### src/rtl/spi_regram_pkg.sv
package spi_regram_pkg;
  localparam int BYTE_W        = 8;
  localparam int WORD_W        = 2 * BYTE_W;
  localparam int CTRL_READ_BIT = 7;
  localparam int CTRL_NRAM_BIT = 6;
  localparam int CTRL_REG_BIT  = 5;
  localparam int SLOT_W        = 2;

  typedef enum logic [1:0] {
    SPACE_NONE = 2'd0,
    SPACE_REG  = 2'd1,
    SPACE_RAM  = 2'd2
  } space_e;

  // Register bit wins; RAM needs both space bits clear.
  function automatic space_e decode_space(input logic [BYTE_W-1:0] c);
    if (c[CTRL_REG_BIT])        return SPACE_REG;
    else if (!c[CTRL_NRAM_BIT]) return SPACE_RAM;
    else                        return SPACE_NONE;
  endfunction
endpackage

### src/rtl/spi_regram_link.sv
module spi_regram_link
  import spi_regram_pkg::*;
#(
  parameter int SYNC_STAGES = 2
) (
  input  logic              clk,
  input  logic              rst_n,
  input  logic              sclk_i,
  input  logic              csn_i,
  input  logic              mosi_i,
  input  logic              tx_load,
  input  logic [WORD_W-1:0] tx_word,
  output logic              miso_o,
  output logic              byte_done,
  output logic [BYTE_W-1:0] byte_val,
  output logic              cs_rise
);
  localparam int BIT_CNT_W = $clog2(BYTE_W);
  localparam logic [BIT_CNT_W-1:0] LAST_BIT = BIT_CNT_W'(BYTE_W - 1);

  logic [SYNC_STAGES-1:0] sclk_sync, csn_sync, mosi_sync;
  logic                   sclk_prev, csn_prev;
  logic                   sclk_s, csn_s, mosi_s;
  logic                   rise, fall;
  logic [BIT_CNT_W-1:0]   bit_cnt;
  logic [BYTE_W-1:0]      rx_sh;
  logic [WORD_W-1:0]      tx_sh;
  logic                   miso_q;

  always_ff @(posedge clk or negedge rst_n) begin
    if (!rst_n) begin
      sclk_sync <= '1;
      csn_sync  <= '1;
      mosi_sync <= '0;
    end else begin
      for (int i = SYNC_STAGES - 1; i > 0; i--) begin
        sclk_sync[i] <= sclk_sync[i-1];
        csn_sync[i]  <= csn_sync[i-1];
        mosi_sync[i] <= mosi_sync[i-1];
      end
      sclk_sync[0] <= sclk_i;
      csn_sync[0]  <= csn_i;
      mosi_sync[0] <= mosi_i;
    end
  end

  assign sclk_s = sclk_sync[SYNC_STAGES-1];
  assign csn_s  = csn_sync[SYNC_STAGES-1];
  assign mosi_s = mosi_sync[SYNC_STAGES-1];
  assign rise   = !csn_s && sclk_s && !sclk_prev;
  assign fall   = !csn_s && !sclk_s && sclk_prev;

  always_ff @(posedge clk or negedge rst_n) begin
    if (!rst_n) begin
      sclk_prev <= 1'b1;
      csn_prev  <= 1'b1;
      cs_rise   <= 1'b0;
      byte_done <= 1'b0;
      byte_val  <= '0;
      bit_cnt   <= '0;
      rx_sh     <= '0;
    end else begin
      sclk_prev <= sclk_s;
      csn_prev  <= csn_s;
      cs_rise   <= csn_s && !csn_prev;
      byte_done <= 1'b0;
      if (csn_s) begin
        bit_cnt <= '0;
      end else if (rise) begin
        rx_sh <= {rx_sh[BYTE_W-2:0], mosi_s};
        if (bit_cnt == LAST_BIT) begin
          bit_cnt   <= '0;
          byte_done <= 1'b1;
          byte_val  <= {rx_sh[BYTE_W-2:0], mosi_s};
        end else begin
          bit_cnt <= bit_cnt + 1'b1;
        end
      end
    end
  end

  // Mode 3 transmit: next bit presented on each falling edge.
  always_ff @(posedge clk or negedge rst_n) begin
    if (!rst_n) begin
      tx_sh  <= '0;
      miso_q <= 1'b0;
    end else begin
      if (tx_load)   tx_sh <= tx_word;
      else if (fall) tx_sh <= {tx_sh[WORD_W-2:0], 1'b0};
      if (csn_s)     miso_q <= 1'b0;
      else if (fall) miso_q <= tx_sh[WORD_W-1];
    end
  end

  assign miso_o = miso_q;
endmodule

### src/rtl/spi_regram_seq.sv
module spi_regram_seq
  import spi_regram_pkg::*;
(
  input  logic              clk,
  input  logic              rst_n,
  input  logic              byte_done,
  input  logic [BYTE_W-1:0] byte_val,
  input  logic              cs_rise,
  output logic              reg_valid,
  input  logic              reg_ready,
  output logic              reg_we,
  output logic [BYTE_W-1:0] reg_addr,
  output logic [BYTE_W-1:0] reg_wdata,
  input  logic [BYTE_W-1:0] reg_rdata,
  output logic              tx_load,
  output logic [WORD_W-1:0] tx_word,
  output logic              ram_start,
  output logic              ram_start_rd,
  output logic [BYTE_W-1:0] ram_start_addr,
  output logic              stage_v,
  output logic [BYTE_W-1:0] stage_addr,
  output logic [WORD_W-1:0] stage_data,
  input  logic [WORD_W-1:0] pend_word
);
  localparam logic [SLOT_W-1:0] SLOT_CTRL = 2'd0;
  localparam logic [SLOT_W-1:0] SLOT_ADDR = 2'd1;
  localparam logic [SLOT_W-1:0] SLOT_D0   = 2'd2;
  localparam logic [SLOT_W-1:0] SLOT_D1   = 2'd3;

  logic [SLOT_W-1:0] slot;
  logic [BYTE_W-1:0] ctrl_q, addr_q, hi_q;
  space_e            space_q, space_now;
  logic              rd_q, rd_now;

  assign space_now = decode_space(ctrl_q);
  assign rd_now    = ctrl_q[CTRL_READ_BIT];

  always_ff @(posedge clk or negedge rst_n) begin
    if (!rst_n) begin
      slot           <= SLOT_CTRL;
      ctrl_q         <= '0;
      addr_q         <= '0;
      hi_q           <= '0;
      space_q        <= SPACE_NONE;
      rd_q           <= 1'b0;
      reg_valid      <= 1'b0;
      reg_we         <= 1'b0;
      reg_addr       <= '0;
      reg_wdata      <= '0;
      tx_load        <= 1'b0;
      tx_word        <= '0;
      ram_start      <= 1'b0;
      ram_start_rd   <= 1'b0;
      ram_start_addr <= '0;
      stage_v        <= 1'b0;
      stage_addr     <= '0;
      stage_data     <= '0;
    end else begin
      tx_load   <= 1'b0;
      ram_start <= 1'b0;
      stage_v   <= 1'b0;

      if (reg_valid && reg_ready) begin
        reg_valid <= 1'b0;
        if (!reg_we) begin
          tx_load <= 1'b1;
          tx_word <= {reg_rdata, reg_rdata};  // mirrored into both halves
        end
      end

      // Short register frame ends on deselect after its data byte.
      if (cs_rise && slot == SLOT_D1 && space_q != SPACE_RAM) begin
        slot    <= SLOT_CTRL;
        tx_load <= 1'b1;
        tx_word <= '0;
      end

      if (byte_done) begin
        slot <= slot + 2'd1;
        case (slot)
          SLOT_CTRL: ctrl_q <= byte_val;
          SLOT_ADDR: begin
            addr_q  <= byte_val;
            space_q <= space_now;
            rd_q    <= rd_now;
            tx_load <= 1'b1;
            tx_word <= (space_now == SPACE_RAM && rd_now) ? pend_word : '0;
            if (space_now == SPACE_REG && rd_now) begin
              reg_valid <= 1'b1;
              reg_we    <= 1'b0;
              reg_addr  <= byte_val;
            end
            if (space_now == SPACE_RAM) begin
              ram_start      <= 1'b1;
              ram_start_rd   <= rd_now;
              ram_start_addr <= byte_val;
            end
          end
          SLOT_D0: begin
            hi_q <= byte_val;
            if (space_q == SPACE_REG && !rd_q) begin
              reg_valid <= 1'b1;
              reg_we    <= 1'b1;
              reg_addr  <= addr_q;
              reg_wdata <= byte_val;
            end
          end
          default: begin
            if (space_q == SPACE_RAM && !rd_q) begin
              stage_v    <= 1'b1;
              stage_addr <= addr_q;
              stage_data <= {hi_q, byte_val};
            end
          end
        endcase
      end
    end
  end
endmodule

### src/rtl/spi_regram_rampipe.sv
module spi_regram_rampipe
  import spi_regram_pkg::*;
(
  input  logic              clk,
  input  logic              rst_n,
  input  logic              start,
  input  logic              start_rd,
  input  logic [BYTE_W-1:0] start_addr,
  input  logic              stage_v,
  input  logic [BYTE_W-1:0] stage_addr,
  input  logic [WORD_W-1:0] stage_data,
  output logic [WORD_W-1:0] pend_word,
  output logic              ram_valid,
  input  logic              ram_ready,
  output logic              ram_we,
  output logic [BYTE_W-1:0] ram_addr,
  output logic [WORD_W-1:0] ram_wdata,
  input  logic              ram_rvalid,
  input  logic [WORD_W-1:0] ram_rdata
);
  typedef enum logic [1:0] {RP_IDLE, RP_WR, RP_RD, RP_WAIT} rp_state_e;

  rp_state_e         state;
  logic              stg_valid, rd_want;
  logic [BYTE_W-1:0] stg_addr, rd_addr;
  logic [WORD_W-1:0] stg_data;

  always_ff @(posedge clk or negedge rst_n) begin
    if (!rst_n) begin
      state     <= RP_IDLE;
      stg_valid <= 1'b0;
      stg_addr  <= '0;
      stg_data  <= '0;
      rd_want   <= 1'b0;
      rd_addr   <= '0;
      pend_word <= '0;
    end else begin
      case (state)
        RP_WR: if (ram_ready) begin
          stg_valid <= 1'b0;
          state     <= rd_want ? RP_RD : RP_IDLE;
        end
        RP_RD:   if (ram_ready)  state <= RP_WAIT;
        RP_WAIT: if (ram_rvalid) begin
          pend_word <= ram_rdata;
          state     <= RP_IDLE;
        end
        default: ;
      endcase
      if (start) begin
        rd_want <= start_rd;
        rd_addr <= start_addr;
        // Older staged write goes first, keeping read-after-write order.
        if (stg_valid)     state <= RP_WR;
        else if (start_rd) state <= RP_RD;
      end
      if (stage_v) begin
        stg_valid <= 1'b1;
        stg_addr  <= stage_addr;
        stg_data  <= stage_data;
      end
    end
  end

  assign ram_valid = (state == RP_WR) || (state == RP_RD);
  assign ram_we    = (state == RP_WR);
  assign ram_addr  = (state == RP_WR) ? stg_addr : rd_addr;
  assign ram_wdata = stg_data;
endmodule

### src/rtl/spi_regram_slave.sv
module spi_regram_slave
  import spi_regram_pkg::*;
#(
  parameter int SYNC_STAGES = 2
) (
  input  logic              clk,
  input  logic              rst_n,
  input  logic              spi_sclk,
  input  logic              spi_csn,
  input  logic              spi_mosi,
  output logic              spi_miso,
  output logic              reg_valid,
  input  logic              reg_ready,
  output logic              reg_we,
  output logic [BYTE_W-1:0] reg_addr,
  output logic [BYTE_W-1:0] reg_wdata,
  input  logic [BYTE_W-1:0] reg_rdata,
  output logic              ram_valid,
  input  logic              ram_ready,
  output logic              ram_we,
  output logic [BYTE_W-1:0] ram_addr,
  output logic [WORD_W-1:0] ram_wdata,
  input  logic              ram_rvalid,
  input  logic [WORD_W-1:0] ram_rdata
);
  logic              byte_done, cs_rise, tx_load;
  logic [BYTE_W-1:0] byte_val;
  logic [WORD_W-1:0] tx_word, pend_word;
  logic              ram_start, ram_start_rd, stage_v;
  logic [BYTE_W-1:0] ram_start_addr, stage_addr;
  logic [WORD_W-1:0] stage_data;

  spi_regram_link #(.SYNC_STAGES(SYNC_STAGES)) u_link (
    .clk(clk), .rst_n(rst_n),
    .sclk_i(spi_sclk), .csn_i(spi_csn), .mosi_i(spi_mosi),
    .tx_load(tx_load), .tx_word(tx_word),
    .miso_o(spi_miso), .byte_done(byte_done), .byte_val(byte_val),
    .cs_rise(cs_rise)
  );

  spi_regram_seq u_seq (
    .clk(clk), .rst_n(rst_n),
    .byte_done(byte_done), .byte_val(byte_val), .cs_rise(cs_rise),
    .reg_valid(reg_valid), .reg_ready(reg_ready), .reg_we(reg_we),
    .reg_addr(reg_addr), .reg_wdata(reg_wdata), .reg_rdata(reg_rdata),
    .tx_load(tx_load), .tx_word(tx_word),
    .ram_start(ram_start), .ram_start_rd(ram_start_rd),
    .ram_start_addr(ram_start_addr),
    .stage_v(stage_v), .stage_addr(stage_addr), .stage_data(stage_data),
    .pend_word(pend_word)
  );

  spi_regram_rampipe u_ram (
    .clk(clk), .rst_n(rst_n),
    .start(ram_start), .start_rd(ram_start_rd), .start_addr(ram_start_addr),
    .stage_v(stage_v), .stage_addr(stage_addr), .stage_data(stage_data),
    .pend_word(pend_word),
    .ram_valid(ram_valid), .ram_ready(ram_ready), .ram_we(ram_we),
    .ram_addr(ram_addr), .ram_wdata(ram_wdata),
    .ram_rvalid(ram_rvalid), .ram_rdata(ram_rdata)
  );
endmodule

### config.mk
export PLATFORM = sky130hd
export DESIGN_NAME = spi_regram_slave
export DESIGN_NICKNAME = d
export VERILOG_FILES = /design/src/rtl/spi_regram_pkg.sv /design/src/rtl/spi_regram_link.sv /design/src/rtl/spi_regram_seq.sv /design/src/rtl/spi_regram_rampipe.sv /design/src/rtl/spi_regram_slave.sv
export SDC_FILE = /design/constraint.sdc
export NUM_CORES = 1
export LEC_CHECK = 0
export ABC_AREA = 1
export BUFFER_PORTS_ARGS = -buffer_cell sky130_fd_sc_hd__buf_4
export CAP_MARGIN = 40
export CORE_UTILIZATION = 63
export DETAILED_ROUTE_END_ITERATION = 10
export PLACE_DENSITY = 0.84
export SLEW_MARGIN = 25
export SYNTH_ARGS = -nofsm -noshare
export SYNTH_HDL_FRONTEND = slang
export SYNTH_SLANG_ARGS = --single-unit
### constraint.sdc
create_clock -name clk -period 3.2 [get_ports clk]
set_input_delay 0.16 -clock clk [delete_from_list [all_inputs] [get_ports clk]]
set_output_delay 0.16 -clock clk [all_outputs]
set_load 0.05 [all_outputs]
==> impl_metrics.toml <==
[run_status]
status = "finished clean"

[floorplan]
start_util_pct = 64.91
ios = 77
rows = 40
chipHeight_um = 113.5
fp.dieW_um = 113.5
dieArea_um2 = 12880
core_area_um2 = 12060

[placed_design]
dp_hpwl_um = 10360
dp.cells = 1054
gp_congestion = 0.8160
portBuffers = 76

[final_layout]
final_cell_mix = "nand2_1, dfrtp_1, o21ai_0, buf_4, inv_1"
stdcell_count = 1110
drive_gt1_share_pct = 16.77
antenna_cells = 0
area_delta_synth_final_pct = 18.59
final_nets = 972
final_common_cell = "nand2_1"
fillers = 768

[timing]
drv_slew = 0
timing_hold_violations_final = 0
rsz0062_at_grt = "false"
slew_headroom_pct = 43.20
fmax_ghz = 0.4864
fin_setup_tns_ns = 0
worst_slew_pin_slew_ns = 0.8500
finalSetupViolCount = 0
fin_crit_sh_pct = 64.25
period_needed_ns = 2.056
skew_ns = 0.009056

[grt]
grt_pass1_vias = 5777
grt_util_all_layers_pct = 29.04
grt_overflow = 0
antenna_found_initial = 0
grt_max_degree = 93
grt_pass1_wl_um = 28130

[routing]
wl_met1_um = 7528
vias = 6042
via_per_inst = 5.443
wl_per_cell_um = 15.52
dr.pass1.iters = 5
drt-total-wl_um = 17220
topRoutingLayerUsed = "met4"
route.detailed.drc = 0
met2_length_um = 8353
route.met3.wl_um = 855
detail-route-antenna-nets = 0
drt_iter0_drc = 552

[setup_path]
endpoint_kind = "output pin"
rr_endpoint = "u_seq.stage_addr[7]$_DFFE_PN0P_"
startpoint = "u_ram.state[1]$_DFF_PN0_"
r2r_start = "u_seq.slot[0]$_DFFE_PN0P_"
required_ns = 3.04
crit_path_cell_trace = "inv_1 -> ha_1 -> o21ai_0 -> buf_4"
path_max_fanout = 20
cp_slowest_stage_delay_ns = 0.52
reg2reg_depth = 7
reg2reg_slack_ns = 1.22
crit_type = "reg -> out"
crit_path_start_kind = "register"
critPathBufInv = 2
critPathTopFamily = "adder cells"
cp.arrival_ns = 1.90
critPathSlowestCell = "ha_1"

[clock_tree]
postCtsResizedCells = 0
cts.sinks = 191
h-tree-depth = 4
cts-root-buf = "clkbuf_16"
clk_latency_ns = 0.44
cts_setup_buffers = 0
clk_pin_slew_ns = 0.06
cts_tree = "yes"
clock_path_buffers = 2
cts_buffers = 17

[synthesis]
synth_cell_types = 26
yosysTopAreaCellShare_pct = 59.13
ys_warn_count = 0
synth_largest_area_cell = "dfrtp_1"
ys_seq_elements = 191
syn_inst = 838
synthTopCellsByArea = "dfrtp_1, nand2_1, o21ai_0"
yosysSeqAreaShare_pct = 61.15
synth.avg_cell_area_um2 = 9.342
synth_area_um2 = 7829
synth_nets = 881

[hold_path]
min_path_cells = 5
min_path_type = "in -> reg"
min-delay-start = "reg_rdata[7]"
holdPathEnd = "u_seq.tx_word[7]$_DFF_PN0_"

[pwr]
powerDensity_nw_per_um2 = 567.3
ir_worst_vdd_mv = 0.5201
p_total_mw = 5.267
power.leakage_nw = 4.780

[run]
maxCapViolations = 0
-- synthesized netlist by cell type (all sizes together) --
| master | n |
|---|---|
| a31oi | 1 |
| buf | 16 |
| clkbuf | 18 |
| clkinv | 1 |
| dfrtp | 185 |
| dfstp | 6 |
| ha | 11 |
| inv | 67 |
| mux2 | 16 |
| nand2 | 341 |
| nand3 | 20 |
| nand4 | 9 |
| nor2 | 7 |
| nor3 | 1 |
| o211ai | 13 |
| o21ai | 125 |
| o31ai | 1 |
-- final cells by class --
class | count | area, um2 | area share (%)
clock buffer | 23 | 478.0 | 5.148
timing repair buffer | 106 | 882.1 | 9.501
inverter | 68 | 256.5 | 2.763
tap | 168 | 210.2 | 2.264
multi-input combinational | 545 | 2609 | 28.10
sequential | 191 | 4787 | 51.56
clock inverter | 9 | 61.31 | 0.6604
-- timing repair --
item	CTS	global route
endpoints found under the setup margin	0	0
hold buffers	22	0
endpoints found under the hold margin	109	0
-- worst register-to-register path, cell delays in order (launching register included) --
cell     delay, ns
dfrtp_1       0.41
ha_1          0.17
inv_1         0.04
nor2_1        0.11
nand3_2       0.49
inv_2         0.47
nand2_1       0.13
nand2_1       0.09
-- worst max path at each step --
| stage | to | slack [ns] | cells past startpoint |
|---|---|---|---|
| 3_3_place_gp | u_seq.stage_addr[5]$_DFFE_PN0P_ | 1.39 | 7 |
| 2_1_floorplan | ram_addr[1] | 0.68 | 5 |
| 5_1_grt | ram_addr[1] | 0.91 | 5 |
| 3_5_place_dp | u_seq.stage_data[13]$_DFFE_PN0P_ | 1.33 | 7 |
| 4_1_cts | ram_addr[1] | 1.11 | 4 |
| 6_report | ram_addr[1] | 1.14 | 4 |
-- flip-flops by register name, indices dropped and copies added (netlist names), 2 cells and up --
register / cells
u_link.bit_cnt: 3
u_seq.ctrl_q: 3
u_seq.stage_data: 16
u_ram.rd_addr: 8
u_seq.tx_word: 16
u_seq.slot: 2
u_seq.ram_start_addr: 8
u_seq.hi_q: 8
u_seq.stage_addr: 8
u_ram.state: 2
u_link.rx_sh: 7
u_link.tx_sh: 16
u_link.csn_sync: 2
u_link.byte_val: 8
u_seq.reg_wdata: 8
u_seq.space_q: 2
u_ram.pend_word: 16
u_ram.stg_addr: 8
u_ram.ram_wdata: 16
u_seq.addr_q: 8
u_seq.reg_addr: 8
u_link.mosi_sync: 2
u_link.sclk_sync: 2
-- kinds of logic (layout without fill, tap and decap cells) --
family          after synthesis  in the layout  synth area share [%]
fa+ha+maj                    11             11                 1.758
mux                          16             16                 2.301
compound gates              140            140                 9.989
flops                       191            191                 61.15
simple gates                378            378                 19.27
buf+inv                     102            206                 5.530
-- routing by layer --
metal,GRT usage (%),up-vias
met1,38.67,2934
met2,46.67,220
met4,13.77,0
met3,5.526,42
met5,0,-
li1,-,2846
-- stage by stage --
stage	util [%]	hold WS, ns	worst slack [ns]	area (um2)
global route	76.97	0.07151	0.9129	9284
CTS	76.62	0.04211	1.109	9241
global placement	70.32	0.2685	1.395	8482
detailed placement	70.32	0.2711	1.330	8482
finish	76.97	0.04704	1.144	9284
floorplan	-	-0.1356	0.6761	7829
-- where the power goes --
part	switching, mW	total (mW)	internal [mW]
logic	0.340	0.579	0.239
registers	0.131	2.76	2.63
clock network	0.879	1.93	1.05
total	1.35	5.27	3.92
Power figures use the tool's default switching activity.
